$ cat src/rtl/codec_port_pkg.sv
package codec_port_pkg;

    typedef enum logic [1:0] {
        ST_OFF   = 2'd0,
        ST_START = 2'd1,
        ST_SHIFT = 2'd2
    } port_state_t;

endpackage

$ cat src/rtl/codec_fifo.sv
module codec_fifo #(
    parameter int W     = 8,
    parameter int DEPTH = 16
) (
    input  logic         clk,
    input  logic         rst_n,
    input  logic         push,
    input  logic [W-1:0] din,
    input  logic         pop,
    output logic [W-1:0] dout,
    output logic         empty,
    output logic         full
);
    localparam int AW = $clog2(DEPTH);
    localparam int CW = $clog2(DEPTH + 1);
    localparam logic [AW-1:0] PTR_LAST = AW'(DEPTH - 1);
    localparam logic [CW-1:0] CNT_FULL = CW'(DEPTH);

    logic [W-1:0]  mem [DEPTH];
    logic [AW-1:0] wptr, rptr;
    logic [CW-1:0] count;
    logic          do_push, do_pop;

    assign do_push = push && !full;
    assign do_pop  = pop && !empty;

    always_ff @(posedge clk) begin
        if (do_push) begin
            mem[wptr] <= din;
        end
    end

    always_ff @(posedge clk) begin
        if (!rst_n) begin
            wptr  <= '0;
            rptr  <= '0;
            count <= '0;
        end else begin
            if (do_push) begin
                wptr <= (wptr == PTR_LAST) ? '0 : wptr + 1'b1;
            end
            if (do_pop) begin
                rptr <= (rptr == PTR_LAST) ? '0 : rptr + 1'b1;
            end
            if (do_push && !do_pop) begin
                count <= count + 1'b1;
            end else if (do_pop && !do_push) begin
                count <= count - 1'b1;
            end
        end
    end

    always_comb begin
        dout  = mem[rptr];
        empty = (count == '0);
        full  = (count == CNT_FULL);
    end


    no_overflow_chk: assert property (@(posedge clk) disable iff (!rst_n)
        (full && push && !pop) |=> $stable(count));


    no_underflow_chk: assert property (@(posedge clk) disable iff (!rst_n)
        (empty && pop && !push) |=> empty);

endmodule

$ cat src/rtl/codec_shifter.sv
module codec_shifter
    import codec_port_pkg::*;
#(
    parameter int W         = 8,
    parameter int BIT_DIV   = 1536,
    parameter int IRQ_BYTES = 8
) (
    input  logic         clk,
    input  logic         rst_n,
    input  logic         enable,
    input  logic         tx_avail,
    input  logic [W-1:0] tx_byte,
    output logic         tx_pop,
    output logic         rx_push,
    output logic [W-1:0] rx_byte,
    input  logic         sdin,
    output logic         sdout,
    output logic         sclk,
    output logic         fsync,
    output logic         irq
);
    localparam int DCW = (BIT_DIV > 1) ? $clog2(BIT_DIV) : 1;
    localparam int BCW = $clog2(W);
    localparam int ICW = $clog2(IRQ_BYTES);
    localparam logic [DCW-1:0] DIV_LAST = DCW'(BIT_DIV - 1);
    localparam logic [DCW-1:0] DIV_HALF = DCW'(BIT_DIV / 2);
    localparam logic [BCW-1:0] BIT_LAST = BCW'(W - 1);
    localparam logic [ICW-1:0] IRQ_LAST = ICW'(IRQ_BYTES - 1);

    port_state_t    state, state_nx;
    logic [DCW-1:0] div_cnt;
    logic [BCW-1:0] bit_cnt;
    logic [ICW-1:0] byte_cnt;
    logic [W-1:0]   tx_sh, rx_sh, load_val;
    logic           irq_q, tick, last_tick, load;

    // state register
    always_ff @(posedge clk) begin
        if (!rst_n) begin
            state <= ST_OFF;
        end else begin
            state <= state_nx;
        end
    end

    // next state
    always_comb begin
        unique case (state)
            ST_OFF:   state_nx = enable ? ST_START : ST_OFF;
            ST_START: state_nx = enable ? ST_SHIFT : ST_OFF;
            ST_SHIFT: state_nx = enable ? ST_SHIFT : ST_OFF;
            default:  state_nx = ST_OFF;
        endcase
    end

    // strobes between the divider, the shifters and the queues
    always_comb begin
        tick      = (state == ST_SHIFT) && enable && (div_cnt == DIV_LAST);
        last_tick = tick && (bit_cnt == BIT_LAST);
        load      = ((state == ST_START) && enable) || last_tick;
        tx_pop    = load && tx_avail;
        load_val  = tx_avail ? tx_byte : '0;
        rx_byte   = {rx_sh[W-2:0], sdin};
        rx_push   = last_tick;
    end

    // datapath
    always_ff @(posedge clk) begin
        if (!rst_n) begin
            div_cnt  <= '0;
            bit_cnt  <= '0;
            byte_cnt <= '0;
            tx_sh    <= '0;
            rx_sh    <= '0;
            irq_q    <= 1'b0;
        end else begin
            if ((state != ST_SHIFT) || !enable) begin
                div_cnt <= '0;
                bit_cnt <= '0;
            end else begin
                div_cnt <= tick ? '0 : div_cnt + 1'b1;
                if (tick) begin
                    bit_cnt <= last_tick ? '0 : bit_cnt + 1'b1;
                end
            end
            if (state == ST_OFF) begin
                byte_cnt <= '0;
            end else if (last_tick) begin
                byte_cnt <= (byte_cnt == IRQ_LAST) ? '0 : byte_cnt + 1'b1;
            end
            irq_q <= last_tick && (byte_cnt == IRQ_LAST);
            if (load) begin
                tx_sh <= load_val;
            end else if (tick) begin
                tx_sh <= {tx_sh[W-2:0], 1'b0};
            end
            if (tick) begin
                rx_sh <= rx_byte;
            end
        end
    end

    // outputs
    always_comb begin
        sdout = (state == ST_SHIFT) ? tx_sh[W-1] : 1'b0;
        sclk  = (state == ST_SHIFT) && (div_cnt < DIV_HALF);
        fsync = (state == ST_SHIFT) && (bit_cnt == '0);
        irq   = irq_q && enable;
    end


    irq_pulse_chk: assert property (@(posedge clk) disable iff (!rst_n)
        irq_q |=> !irq_q);


    bit_hold_chk: assert property (@(posedge clk) disable iff (!rst_n)
        ((state == ST_SHIFT) && enable && (div_cnt != DIV_LAST))
            |=> ($stable(bit_cnt) && $stable(tx_sh)));


    pop_frame_chk: assert property (@(posedge clk) disable iff (!rst_n)
        tx_pop |=> (fsync || (state == ST_OFF)));

endmodule

$ cat src/rtl/codec_byte_port.sv
module codec_byte_port #(
    parameter int W         = 8,
    parameter int DEPTH     = 16,
    parameter int BIT_DIV   = 1536,
    parameter int IRQ_BYTES = 8
) (
    input  logic         clk,
    input  logic         rst_n,
    input  logic         codec_sel,
    input  logic         wr_en,
    input  logic [W-1:0] wr_data,
    input  logic         rd_en,
    output logic [W-1:0] rd_data,
    output logic         tx_empty,
    output logic         tx_full,
    output logic         rx_empty,
    output logic         rx_full,
    input  logic         sdin,
    output logic         sdout,
    output logic         sclk,
    output logic         fsync,
    output logic         irq
);
    logic [W-1:0] tx_head, rx_byte;
    logic         tx_pop, rx_push;

    codec_fifo #(.W(W), .DEPTH(DEPTH)) u_txq (
        .clk   (clk),
        .rst_n (rst_n),
        .push  (wr_en),
        .din   (wr_data),
        .pop   (tx_pop),
        .dout  (tx_head),
        .empty (tx_empty),
        .full  (tx_full)
    );

    codec_fifo #(.W(W), .DEPTH(DEPTH)) u_rxq (
        .clk   (clk),
        .rst_n (rst_n),
        .push  (rx_push),
        .din   (rx_byte),
        .pop   (rd_en),
        .dout  (rd_data),
        .empty (rx_empty),
        .full  (rx_full)
    );

    codec_shifter #(.W(W), .BIT_DIV(BIT_DIV), .IRQ_BYTES(IRQ_BYTES)) u_eng (
        .clk      (clk),
        .rst_n    (rst_n),
        .enable   (codec_sel),
        .tx_avail (!tx_empty),
        .tx_byte  (tx_head),
        .tx_pop   (tx_pop),
        .rx_push  (rx_push),
        .rx_byte  (rx_byte),
        .sdin     (sdin),
        .sdout    (sdout),
        .sclk     (sclk),
        .fsync    (fsync),
        .irq      (irq)
    );

endmodule

$ cat config.mk
export PLATFORM = sky130hd
export DESIGN_NAME = codec_byte_port
export DESIGN_NICKNAME = d
export VERILOG_FILES = /design/src/rtl/codec_port_pkg.sv /design/src/rtl/codec_fifo.sv /design/src/rtl/codec_shifter.sv /design/src/rtl/codec_byte_port.sv
export SDC_FILE = /design/constraint.sdc
export NUM_CORES = 1
export LEC_CHECK = 0
export BUFFER_PORTS_ARGS = -buffer_cell sky130_fd_sc_hd__buf_2
export CAP_MARGIN = 20
export CORE_UTILIZATION = 45
export DETAILED_ROUTE_END_ITERATION = 10
export PLACE_DENSITY = 0.7
export SLEW_MARGIN = 20
export SYNTH_ARGS = -nofsm -noshare
export SYNTH_HDL_FRONTEND = slang
export SYNTH_SLANG_ARGS = --single-unit
$ cat constraint.sdc
create_clock -name clk -period 6.1 [get_ports clk]
set_input_delay 0.305 -clock clk [delete_from_list [all_inputs] [get_ports clk]]
set_output_delay 0.305 -clock clk [all_outputs]
set_load 0.02 [all_outputs]
Yosys cells after proc, flatten, opt, wreduce, memory -nomap -nowiden:

Memories as Yosys holds them, arrays and structs flattened. A register that Yosys moved wholly into a read port is not among the register bits.
Cells that the tools add are included.

* flip-flop bits (word level): 61
* bits in writable memories: 256
* output and inout bits: 16
* word-level logic and storage cells: 104
* memories: 2

Memories
* u_rxq.mem: words 16, bits a word 8, read ports 1, clocked after memory_dff 1, wr ports 1, RTL line codec_fifo.sv:19 `logic [W-1:0] mem [DEPTH];`
* u_txq.mem: words 16, bits a word 8, read ports 1, clocked after memory_dff 1, wr ports 1, RTL line codec_fifo.sv:19

* $add $sub $neg: 11
* $lt $le $gt $ge: 1
* equal/unequal tests: 12
* mux-type cells: 25
* bitwise gates (word level): 1
* reduce and logical (&&, ||, !) cells: 39

Operators by type and width (number)
* 4-bit 2-to-1 mux: 8
* 8-bit 2-to-1 mux: 3
* 5-bit 2-to-1 mux: 4
* 1-bit logical AND: 17
* 4-bit by 1-bit adder with 4-bit output (second input constant): 4
* 4-bit == test (second input constant): 4
* 11-bit by 1-bit adder with 11-bit output (second input constant): 1
* 11-bit == test (second input constant): 1
* 11-bit by 10-bit less-than comparator with 1-bit output (second input constant): 1
* 5-bit by 1-bit adder with 5-bit output (second input constant): 2
* 5-bit == test (second input constant): 2
* 5-bit logical NOT: 2
* 5-bit by 1-bit subtractor with 5-bit output (second input constant): 2
* 1-bit logical NOT: 9
* 3-bit by 1-bit adder with 3-bit output (second input constant): 2
* 3-bit == test (second input constant): 2
* 1-bit 2-to-1 mux: 6
* 3-bit 2-to-1 mux: 2
* 2-bit nonzero test: 3
* 2-bit OR reduction: 3
* 2-bit one-hot mux with 2 select lines: 1
* 3-bit logical NOT: 1
* 3-bit OR reduction: 1
* 2-bit by 1-bit == test with 1-bit output (second input constant): 1
* other kinds (6): 7

Longest topological paths before layout:

Gate-level depths: netlist of run 1.

* depth in word-level cells: 10
* mapped depth: 14
* mapped depth without buffers: 13

By module:

From an unflattened synthesis of run 1, not the netlist that was laid out.

* cell total of the unflattened synthesis: 810
* area, all modules: 13319.0 sq um

Modules (own cells, without submodules)
* codec_fifo: times used 2, cells an instance 315, area an instance 5809.3 sq um, sequential area each 4184.0 sq um
* codec_shifter: times used 1, cells an instance 179, area an instance 1696.6 sq um, sequential area each 700.7 sq um
* codec_byte_port: times used 1, cells an instance 1, area an instance 3.8 sq um, sequential area each 0.0 sq um

Least setup slack after synthesis of run 1:

No wires, ideal clock.

* path type: reg2reg
* from: register u_eng.div_cnt[0]
* to: register u_rxq.count[4]
* setup time: 72 ps
* arrival: 3004 ps
* required time: 6028 ps
* slack: 3024 ps
* stages on the path, launching flop included: 15
* path buffers: 2
* cells stage by stage: dfxtp_1 -> ha_1 -> nand2_1 -> nor3_1 -> and3_1 -> clkbuf_1 -> buf_2 -> ha_1 -> inv_1 -> ha_1 -> nor2b_1 -> o21a_1 -> or3_1 -> a21oi_1 -> mux2i_1

* word-level cells in the longest chain between the ends: 7
* elaborated cells between the ends (all ways): 9
* classes of those cells: eq/ne (1); mux (1); reduce/logical (7)

RTL lines
* from (decl): RTL line codec_shifter.sv:31 `logic [DCW-1:0] div_cnt;`
* from (signal assigned): RTL line codec_shifter.sv:81 `div_cnt <= tick ? '0 : div_cnt + 1'b1;`
* 11-bit == test *: RTL line codec_shifter.sv:58 `tick = (state == ST_SHIFT) && enable && (div_cnt == DIV_LAST);`
* 1-bit logical AND *: RTL line codec_shifter.sv:58
* 1-bit logical AND *: RTL line codec_shifter.sv:59 `last_tick = tick && (bit_cnt == BIT_LAST);`
* 1-bit logical AND *: RTL line codec_fifo.sv:24 `assign do_push = push && !full;`
* named net u_rxq.do_push: RTL line codec_fifo.sv:22 `logic do_push, do_pop;`
* 1-bit logical NOT: RTL line codec_fifo.sv:47 `end else if (do_pop && !do_push) begin`
* 1-bit logical AND: RTL line codec_fifo.sv:47
* 2-bit nonzero test (no line)
* to (signal assigned): RTL line codec_fifo.sv:46 `count <= count + 1'b1;`
* to (signal assigned): RTL line codec_fifo.sv:48 `count <= count - 1'b1;`
* to (decl): RTL line codec_fifo.sv:21 `logic [CW-1:0] count;`

The timed path passes the listed nets; every way through them passes the cells marked *.
A chain may end at the register's enable or synchronous reset.

Final worst setup path of run 1:

* from: register u_eng.bit_cnt[0]
* to: register u_rxq.count[4]

* word-level cells in the longest chain between the ends: 6
* elaborated cells between the ends (all ways): 8
* classes of those cells: eq/ne (1); mux (1); reduce/logical (6)

RTL lines
* from (decl): RTL line codec_shifter.sv:32 `logic [BCW-1:0] bit_cnt;`
* from (signal assigned): RTL line codec_shifter.sv:83 `bit_cnt <= last_tick ? '0 : bit_cnt + 1'b1;`
* 3-bit == test *: RTL line codec_shifter.sv:59
* 1-bit logical AND *: RTL line codec_shifter.sv:59
* 1-bit logical AND *: RTL line codec_fifo.sv:24
* 1-bit logical NOT: RTL line codec_fifo.sv:47
* 1-bit logical AND: RTL line codec_fifo.sv:47
* 2-bit nonzero test (no line)

Mark *: on every way between the ends. The rest lies on a longest branch, timed or not.

==> results of run 1 <==
-- state kept, by name, summed over array words and instances, names as in the netlist, 2 cells and up, named ones only --
signal,flops
u_rxq.mem,128
u_txq.mem,128
u_eng.div_cnt,11
u_eng.tx_sh,8
u_eng.rx_sh,7
u_rxq.count,5
u_txq.count,5
u_rxq.rptr,4
u_rxq.wptr,4
u_txq.rptr,4
u_txq.wptr,4
u_eng.bit_cnt,3
u_eng.byte_cnt,3
u_eng.state,2
-- kinds of logic after synthesis --
logic type / Yosys count
AO/OA/AOI/OAI: 81
XOR/XNOR: 18
adder cells (fa/ha/maj): 30
buffers and inverters: 59
flip-flops: 325
multiplexers: 87
AND/OR/NAND/NOR: 206
-- worst paths after layout --
path                                                startpoint                             end  slack, ns  cells past startpoint
worst max-delay path             u_eng.bit_cnt[0]$_SDFFE_PP0P_     u_rxq.count[4]$_SDFFE_PN0P_       2.63                     12
worst min-delay path                                wr_data[7]       u_txq.mem[7][7]$_DFFE_PP_       0.16                      1
worst max register to register   u_eng.bit_cnt[0]$_SDFFE_PP0P_     u_rxq.count[4]$_SDFFE_PN0P_       2.63                     12
worst min register to register  u_eng.byte_cnt[2]$_SDFFE_PP0P_  u_eng.byte_cnt[2]$_SDFFE_PP0P_       0.47                      2
-- per-stage QoR --
step	cell area [um2]	util (%)	cells	hold slack (ns)
5_1_grt	14940	52.04	1253	0.1458
3_3_place_gp	13710	47.75	1189	0.4447
2_1_floorplan	13160	-	806	0.4039
3_5_place_dp	13710	47.75	1189	0.4554
4_1_cts	14940	52.04	1253	0.1383
6_report	14940	52.04	1253	0.1569
-- worst max-delay path, cell delays in order, from the launching register on --
cell and delay, ns:
dfxtp_1 0.37, ha_1 0.17, ha_1 0.41, and4_1 0.28, and3_1 0.44, ha_1 0.30
inv_1 0.10, ha_1 0.31, nor2b_1 0.16, o21a_1 0.18, or3_1 0.30, a21oi_1 0.18
mux2i_1 0.19
-- cell usage after synthesis, drive strengths merged (2+ instances only) --
| cell type | n | share of area (%) |
|---|---|---|
| and4 | 3 | 0.20 |
| nor2b | 13 | 0.62 |
| nand4 | 4 | 0.19 |
| nor3 | 10 | 0.38 |
| nand2b | 6 | 0.29 |
| nor2 | 59 | 1.7 |
| mux2i | 11 | 0.84 |
| a21o | 3 | 0.17 |
| mux2 | 6 | 0.51 |
| nand3b | 6 | 0.34 |
| a211oi | 2 | 0.11 |
| or4 | 2 | 0.11 |
| o21a | 2 | 0.11 |
| and3 | 15 | 0.71 |
| xor2 | 9 | 0.60 |
| a22oi | 2 | 0.11 |
| ha | 28 | 2.7 |
| clkbuf | 23 | 0.66 |
| xnor2 | 9 | 0.60 |
| dfxtp | 69 | 10 |
| a21boi | 6 | 0.34 |
| nor4 | 9 | 0.54 |
| a21oi | 46 | 1.8 |
| nand4b | 4 | 0.27 |
| or2 | 3 | 0.16 |
| inv | 19 | 0.54 |
| or3 | 6 | 0.32 |
| buf | 17 | 0.66 |
| mux4 | 70 | 12 |
| o22ai | 5 | 0.24 |
| a31oi | 2 | 0.095 |
| and2 | 5 | 0.24 |
| nand2 | 46 | 1.3 |
| edfxtp | 256 | 58 |
| o21ai | 6 | 0.26 |
| fa | 2 | 0.30 |
| nand3 | 13 | 0.59 |
-- power groups by stage --
stage	Combinational (mW)	Sequential, mW	Clock [mW]
finish	0.300	2.45	2.22
global route	0.338	2.45	2.34
CTS	0.304	2.45	2.26
detailed placement	0.302	2.50	0
global placement	0.296	2.49	0
floorplan	0.215	2.49	0
-- area by class of cell --
class | count | area, um2 | area share (%)
flip-flops and latches | 325 | 9071 | 60.73
multi-input cells | 422 | 3862 | 25.86
clock buffers | 42 | 943.4 | 6.316
well taps | 384 | 480.5 | 3.217
clock inverters | 22 | 287.8 | 1.927
repair buffers | 39 | 220.2 | 1.474
inverters | 19 | 71.32 | 0.4775
-- metal layers --
layer	track usage, %	vias to the layer above	share of wire, %
li1	-	3192	-
met3	2.880	38	4.1
met5	0	-	0
met2	28.13	149	51
met4	4.867	0	1.9
met1	23.11	3521	43
==> flow_metrics.py, run 1 <==
metrics = {
    "grt": {
        "grtUsageTotal_pct": 16.96,
        "antenna_found_initial": 0,
        "grt_pass1_vias": 6776,
        "grt_max_degree": 37,
        "grt_pass1_wl_mm": 39.07,
        "overflow": 0,
    },
    "yosys": {
        "postSynthCellCount": 806,
        "ys_seq_area_share_pct": 68.89,
        "synth_xor_area_share_pct": 1.198,
        "synth_area_per_cell_um2": 16.33,
        "yosys.area_share.simple_pct": 8.089,
        "async_flop_share_pct": 0,
        "synthAdderAreaFrac_pct": 2.965,
        "yosysWarnings": 0,
        "synth_compound_area_share_pct": 3.678,
        "ys_seq_elements": 325,
        "synth_edf_count": 256,
        "synth_mux_area_share_pct": 13.33,
        "synth_top_family_by_area": "multiplexers",
        "synth_ff_type": "edfxtp_1",
        "ys_types": 56,
        "synth_area_um2": 13160,
        "synthesis.nets": 850,
    },
    "cells_and_area": {
        "final_common_cell": "edfxtp_1",
        "syn2layout_area_growth_pct": 13.47,
        "final_nets": 886,
        "fill_cells": 2341,
        "final_cell_mix": "edfxtp_1 (256), mux4_2 (70), dfxtp_1 (67)",
        "diodes": 0,
        "layout-drive-gt1-share_pct": 21.06,
    },
    "pwr": {
        "total_power_mw": 4.965,
        "clkPwrFrac_pct": 44.6,
        "combPwrFrac_pct": 6.0,
        "power_leakage_nw": 5.208,
        "powerDensity_nw_per_um2": 332.4,
        "power.switching_mw": 1.086,
        "ir_worst_vdd_mv": 0.2436,
        "p_int_mw": 3.879,
        "p_sw_share_pct": 21.88,
        "p_seq_share_pct": 49.3,
    },
    "sta": {
        "timing.final.crit_share_pct": 56.84,
        "clock-skew-final_ns": 0.02993,
        "max_freq_mhz": 288.4,
        "tightestPinTransition_ns": 1.040,
        "final_max_slew_viol_count": 0,
        "finalCriticalPeriod_ns": 3.467,
        "finalSetupViolations": 0,
        "tns_ns": 0,
        "layout_setup_ws_ns": 2.633,
        "slew_headroom_pct": 30.43,
        "rsz0062_at_grt": "false",
        "finalHoldViolCount": 0,
    },
    "cts": {
        "cts_tree": "built",
        "cts_buffers": 35,
        "clk_pin_slew_ns": 0.06,
        "insertion_delay_ns": 0.53,
        "clock_path_buffers": 3,
        "hold_buffers": 0,
        "cts-root-buf": "clkbuf_16",
        "h-tree-depth": 2,
        "clock_sinks": 325,
        "post_cts_resize_count": 0,
        "post-cts-setup-buffers": 0,
    },
    "floorplanning": {
        "die-area_um2": 29940,
        "die_y_um": 173.0,
        "coreArea_um2": 28700,
        "rows": 62,
        "io_pins": 30,
        "start_util_pct": 45.86,
        "fp.dieW_um": 173.0,
    },
    "drt": {
        "drtAntennaViolNets": 0,
        "drc": 0,
        "dr.pass1.iters": 5,
        "drt-wirelength-per-cell_um": 19.75,
        "dr.first_iter.drc_count": 605,
        "drt-vias-per-instance": 5.507,
        "wl_mm": 24.74,
        "via_count": 6900,
    },
    "placement": {
        "place_ws_ns": 2.636,
        "portBuffers": 29,
        "routabilityCongestion": 0.7653,
        "hpwl_mm": 15.34,
    },
    "setup_path": {
        "worstPathArrival_ns": 3.91,
        "worstPathRequired_ns": 6.55,
        "crit_type": "register to register",
        "end_kind": "register",
        "crit_fanout": 16,
        "critPathLaunchType": "register",
    },
    "hold_path": {
        "hold_path_class": "input pin to register",
    },
    "run_status": {
        "status": "finished, final reports clean",
    },
    "job": {
        "drv_cap": 0,
    },
}
(Power assumes the default switching activity.)
==> run 2, diff against run 1 <==
Settings changed: PLACE_DENSITY 0.7 to 0.72.
Clock period 6.1 ns to 3.1 ns, I/O delays scaled along.
==> run 2 against run 1 <==
Net effect:
- final area increased by 1.2%
- critical path depth decreased by 1
- via count increased by 0.58%
- highest routed layer unchanged
- clock-buffer cell count decreased by 3
==> flow_metrics.py, run 2 (synthesis gave the netlist of run 1 again) <==
metrics = {
    "setup_path": {
        "r2r-end": "u_rxq.count[4]$_SDFFE_PN0P_",
        "cpPeakStageDelay_ns": 0.56,
        "crit_slowest_cell": "or4_1",
        "crit_fanout": 5,
        "end_kind": "register",
        "crit_path_end": "u_rxq.count[4]$_SDFFE_PN0P_",
        "crit_chain": "or4_1, o21a_1, inv_1, ha_2, inv_1, ha_1, nor2b_1, o21a_1, or3_1, a21oi_1, mux2i_1",
        "worstPathArrival_ns": 3.37,
        "r2r_slack_ns": 0.17,
        "worstPathRequired_ns": 3.54,
        "crit_start": "u_rxq.count[0]$_SDFFE_PN0P_",
        "crit_type": "register to register",
        "path_delay_family": "simple AND/OR/NAND/NOR gates",
        "path_depth": 11,
        "critPathLaunchType": "register",
        "crit_buf_inv": 2,
        "rr_startpoint": "u_rxq.count[0]$_SDFFE_PN0P_",
        "ff2ff_path_depth": 11,
    },
    "cts": {
        "cts_tree": "built",
        "h-tree-depth": 2,
        "cts_buffers": 34,
        "insertion_delay_ns": 0.52,
        "clock_path_buffers": 3,
        "cts-root-buf": "clkbuf_16",
        "post-cts-setup-buffers": 0,
        "clk_pin_slew_ns": 0.06,
        "clock_sinks": 325,
    },
    "floorplanning": {
        "rows": 62,
        "fp.dieW_um": 173.0,
        "die-area_um2": 29940,
        "io_pins": 30,
        "die_y_um": 173.0,
        "coreArea_um2": 28700,
        "start_util_pct": 45.86,
    },
    "cells_and_area": {
        "diodes": 0,
        "layout-drive-gt1-share_pct": 23.27,
        "final_cell_mix": "edfxtp_1 (256), mux4_2 (70), dfxtp_1 (66)",
        "finish.utilization_pct": 52.68,
        "top_regs": "u_rxq.mem: 128 flops, u_txq.mem: 128 flops, u_eng.div_cnt: 11 flops",
        "final_common_cell": "edfxtp_1",
        "final_nets": 912,
        "syn2layout_area_growth_pct": 14.87,
        "fill_cells": 2305,
    },
    "placement": {
        "hpwl_mm": 15.53,
        "routabilityCongestion": 0.7635,
        "portBuffers": 29,
    },
    "hold_path": {
        "hold_path_class": "input pin to register",
    },
    "sta": {
        "slew_headroom_pct": 46.32,
        "rsz0062_at_grt": "false",
        "finalHoldViolCount": 0,
        "finalSetupViolations": 0,
        "max_freq_mhz": 341.3,
        "clock-skew-final_ns": 0.01979,
        "final_max_slew_viol_count": 0,
        "timing.final.crit_share_pct": 94.50,
        "finalCriticalPeriod_ns": 2.930,
        "tns_ns": 0,
        "tightestPinTransition_ns": 0.8042,
    },
    "run_status": {
        "status": "finished, final reports clean",
    },
    "drt": {
        "wl_mm": 24.98,
        "met2_length_mm": 12.43,
        "dr.first_iter.drc_count": 486,
        "drt-met1-wl_mm": 10.76,
        "top_layer_used": "met4",
        "via_count": 6940,
        "dr.pass1.iters": 7,
        "drt-wirelength-per-cell_um": 19.55,
        "wl_met3_mm": 1.361,
        "drc": 0,
        "drt-vias-per-instance": 5.430,
        "drtAntennaViolNets": 0,
    },
    "grt": {
        "grtUsageTotal_pct": 17.24,
        "grt_max_degree": 37,
        "antenna_found_initial": 0,
        "overflow": 0,
        "grt_pass1_wl_mm": 39.75,
        "grt_pass1_vias": 6892,
    },
    "pwr": {
        "powerDensity_nw_per_um2": 639.2,
        "power_leakage_nw": 5.325,
        "ir_worst_vdd_mv": 0.4068,
    },
    "job": {
        "drv_cap": 0,
    },
}
==> run 2: cell count changes in the layout (fill, tap and decap cells not counted), moves of 2 or more <==
cell	previous run	this run
clkinv_8	0	2
clkinvlp_4	2	0
ha_2	0	2
buf_4	10	35
clkinv_1	3	9
clkinv_2	7	5
ha_1	28	26
clkinv_4	2	0
==> run 2: how the worst min path moves through the flow <==
stage / from / endpoint / slack, ns / cells past startpoint
floorplan: sdin / u_rxq.mem[0][0]$_DFFE_PP_ / 0.25 / 0
global placement: u_eng.byte_cnt[2]$_SDFFE_PP0P_ / u_eng.byte_cnt[2]$_SDFFE_PP0P_ / 0.44 / 2
detailed placement: u_eng.div_cnt[0]$_SDFF_PP0_ / u_eng.div_cnt[0]$_SDFF_PP0_ / 0.46 / 1
CTS: wr_data[7] / u_txq.mem[7][7]$_DFFE_PP_ / 0.01 / 1
global route: wr_data[7] / u_txq.mem[15][7]$_DFFE_PP_ / 0.04 / 1
finish: wr_data[7] / u_txq.mem[6][7]$_DFFE_PP_ / 0.02 / 1
==> run 2: repair_timing <==
action,4_1_cts,5_1_grt
endpoints found under the hold margin,1,0
setup endpoints to repair,0,2
hold buffers,1,0
resized for setup,0,7
==> run 2: worst reg2reg max path: cells and delay by family, from the launching register on <==
family          cells  cell delay, ns
compound gates      3            0.58
fa+ha+maj           2            0.53
buf+inv             2            0.20
flops               1            0.35
mux                 1            0.19
simple gates        3            1.01
==> run 2: final cells by class <==
class / count / area, um2 / area share (%)
well taps: 384 / 480.5 / 3.177
clock inverters: 23 / 280.3 / 1.854
flip-flops and latches: 325 / 9072 / 60.00
inverters: 19 / 71.32 / 0.4717
clock buffers: 39 / 900.9 / 5.958
repair buffers: 66 / 437.9 / 2.896
multi-input cells: 422 / 3877 / 25.64
==> run 2: metal layers <==
layer	vias to the layer above	track usage, %
met3	33	2.792
met5	-	0
li1	3242	-
met2	195	28.88
met1	3470	23.45
met4	0	4.646
==> run 2: power by group <==
group	switching (mW)	internal, mW	total (mW)
clock network	1.63	2.60	4.23
logic	0.351	0.259	0.610
registers	0.0634	4.76	4.83
total	2.04	7.62	9.66
==> run 2: stage by stage <==
| step | worst slack (ns) | std cells | hold WS, ns | instance area [um2] | power (mW) |
|---|---|---|---|---|---|
| after floorplan | 0.02394 | 806 | 0.2539 | 13160 | 5.318 |
| after global placement | 0.2173 | 1215 | 0.4429 | 13910 | 5.502 |
| after detailed placement | 0.1478 | 1215 | 0.4564 | 13910 | 5.512 |
| after CTS | 0.1231 | 1278 | 0.01467 | 15100 | 9.743 |
| after global routing | 0.01886 | 1278 | 0.03777 | 15120 | 10.01 |
| final | 0.1704 | 1278 | 0.02350 | 15120 | 9.665 |
==> run 3, diff against run 2 <==
Settings changed: RECOVER_POWER from default to 100.
==> run 3 against run 2 <==
Net effect:
- first-iteration DRC count rose by 0.82%
- critical path depth did not move
- sequential cell count did not move
- combinational power fell by 3%
- clock skew barely moved
- sequential share of layout area rose by 0.63 points
- die area did not move
- clock-buffer cell count did not move
- cell count did not move
- largest cell class unchanged
==> flow_metrics.py, run 3 (synthesis gave the netlist of run 1 again) <==
metrics = {
    "sta": {
        "hold_ws_ns": 0.03641,
        "slew_headroom_pct": 46.04,
        "max_freq_mhz": 341.4,
        "finalHoldViolCount": 0,
        "finalCriticalPeriod_ns": 2.929,
        "timing.final.crit_share_pct": 94.48,
        "tns_ns": 0,
        "clock-skew-final_ns": 0.02013,
        "finalSetupViolations": 0,
        "rsz0062_at_grt": "false",
        "tightestPinTransition_ns": 0.8082,
        "final_max_slew_viol_count": 0,
    },
    "pwr": {
        "power.switching_mw": 2.044,
        "powerDensity_nw_per_um2": 644.6,
        "clkPwrFrac_pct": 43.8,
        "p_seq_share_pct": 50.0,
        "power_leakage_nw": 5.138,
        "p_int_mw": 7.602,
        "ir_worst_vdd_mv": 0.4063,
        "combPwrFrac_pct": 6.1,
        "p_sw_share_pct": 21.19,
    },
    "hold_path": {
        "holdPathStages": 2,
        "hold_path_class": "input pin to register",
        "holdPathEnd": "u_txq.rptr[3]$_SDFFE_PN0N_",
        "worstHoldStart": "rst_n",
    },
    "drt": {
        "via_count": 6930,
        "dr.pass1.iters": 7,
        "drt-vias-per-instance": 5.423,
        "drc": 0,
        "dr.first_iter.drc_count": 490,
        "drtAntennaViolNets": 0,
        "drt-wirelength-per-cell_um": 19.56,
        "wl_mm": 25.00,
    },
    "cells_and_area": {
        "final_cell_mix": "edfxtp_1 (256), mux4_2 (70), dfxtp_1 (66)",
        "layout-drive-gt1-share_pct": 17.67,
        "diodes": 0,
        "syn2layout_area_growth_pct": 13.68,
        "top_regs": "u_rxq.mem: 128 flops, u_txq.mem: 128 flops, u_eng.div_cnt: 11 flops",
        "final_nets": 912,
        "final_common_cell": "edfxtp_1",
    },
    "setup_path": {
        "end_kind": "register",
        "r2r-end": "u_rxq.count[4]$_SDFFE_PN0P_",
        "critPathLaunchType": "register",
        "worstPathArrival_ns": 3.37,
        "ff2ff_path_depth": 11,
        "crit_type": "register to register",
        "crit_fanout": 5,
        "worstPathRequired_ns": 3.54,
        "r2r_slack_ns": 0.17,
        "rr_startpoint": "u_rxq.count[0]$_SDFFE_PN0P_",
    },
    "floorplanning": {
        "coreArea_um2": 28700,
        "die-area_um2": 29940,
        "die_y_um": 173.0,
        "io_pins": 30,
        "start_util_pct": 45.86,
        "fp.dieW_um": 173.0,
        "rows": 62,
    },
    "cts": {
        "post-cts-setup-buffers": 0,
        "cts_tree": "built",
        "clock_path_buffers": 3,
        "cts_buffers": 34,
        "clock_sinks": 325,
        "cts-root-buf": "clkbuf_16",
        "h-tree-depth": 2,
        "clk_pin_slew_ns": 0.06,
        "insertion_delay_ns": 0.52,
    },
    "run_status": {
        "status": "finished, final reports clean",
    },
    "grt": {
        "grt_pass1_wl_mm": 39.75,
        "grt_max_degree": 37,
        "grt_pass1_vias": 6892,
        "overflow": 0,
        "antenna_found_initial": 0,
        "grtUsageTotal_pct": 17.24,
    },
    "placement": {
        "hpwl_mm": 15.53,
        "portBuffers": 29,
        "routabilityCongestion": 0.7635,
    },
    "job": {
        "drv_cap": 0,
    },
}
run 3: cell types whose count changed in the layout (fill, tap and decap cells not counted), sizes merged:
cell    delta
buf       -51
clkbuf    +51
run 3: metal layers:
layer  share of wire (%)  global-route usage (%)
met1                  44                   23.45
met3                 4.3                   2.792
met5                   0                       0
met2                  50                   28.88
met4                 1.7                   4.646
run 3: final cells by class:
type                            count  area (um2)
Clock inverter                     23       280.3
Clock buffer                       39       900.9
Sequential cell                   325        9072
Fill cell                        2340       13740
Timing Repair Buffer               66       295.3
Multi-Input combinational cell    422        3864
Tap cell                          384       480.5
Inverter                           19       71.32
run 3: power by group through the flow:
stage | Combinational, mW | Clock [mW] | Sequential [mW]
after detailed placement | 0.598 | 0 | 4.91
after global placement | 0.592 | 0 | 4.91
after global routing | 0.666 | 4.49 | 4.84
final | 0.591 | 4.23 | 4.83
after floorplan | 0.423 | 0 | 4.89
after CTS | 0.605 | 4.31 | 4.82
run 3: repair_timing:
item                                    CTS  global route
hold buffers                              1             0
resized for setup                         0             7
endpoints found under the hold margin     1             0
endpoints found under the setup margin    0             2
run 3: how the worst max path moves through the flow:
stage | slack (ns) | start | cells past startpoint | end
5_1_grt | 0.02 | u_rxq.count[0]$_SDFFE_PN0P_ | 11 | u_rxq.count[4]$_SDFFE_PN0P_
4_1_cts | 0.12 | u_rxq.count[0]$_SDFFE_PN0P_ | 11 | u_rxq.count[4]$_SDFFE_PN0P_
6_report | 0.17 | u_rxq.count[0]$_SDFFE_PN0P_ | 11 | u_rxq.count[4]$_SDFFE_PN0P_
2_1_floorplan | 0.02 | u_eng.div_cnt[0]$_SDFF_PP0_ | 14 | u_rxq.count[4]$_SDFFE_PN0P_
3_5_place_dp | 0.15 | u_rxq.count[0]$_SDFFE_PN0P_ | 11 | u_rxq.count[4]$_SDFFE_PN0P_
3_3_place_gp | 0.22 | u_rxq.count[0]$_SDFFE_PN0P_ | 11 | u_rxq.count[4]$_SDFFE_PN0P_
run 3: critical path, cell delays in order, from the launching register on:
cell and delay, ns:
dfxtp_1 0.35, or4_1 0.56, o21a_1 0.23, inv_1 0.12, ha_2 0.22, inv_1 0.08, ha_1 0.30, nor2b_1 0.15
o21a_1 0.17, or3_1 0.30, a21oi_1 0.18, mux2i_1 0.19
run 3: per-stage QoR:
| stage | instances | setup slack (ns) | area (um2) | util [%] | total power, mW |
|---|---|---|---|---|---|
| 2_1_floorplan | 806 | 0.02394 | 13160 | - | 5.318 |
| 3_5_place_dp | 1215 | 0.1478 | 13910 | 48.46 | 5.512 |
| 4_1_cts | 1278 | 0.1231 | 15100 | 52.61 | 9.743 |
| 3_3_place_gp | 1215 | 0.2173 | 13910 | 48.46 | 5.502 |
| 5_1_grt | 1278 | 0.01886 | 14960 | 52.14 | 9.990 |
| 6_report | 1278 | 0.1710 | 14960 | 52.14 | 9.646 |
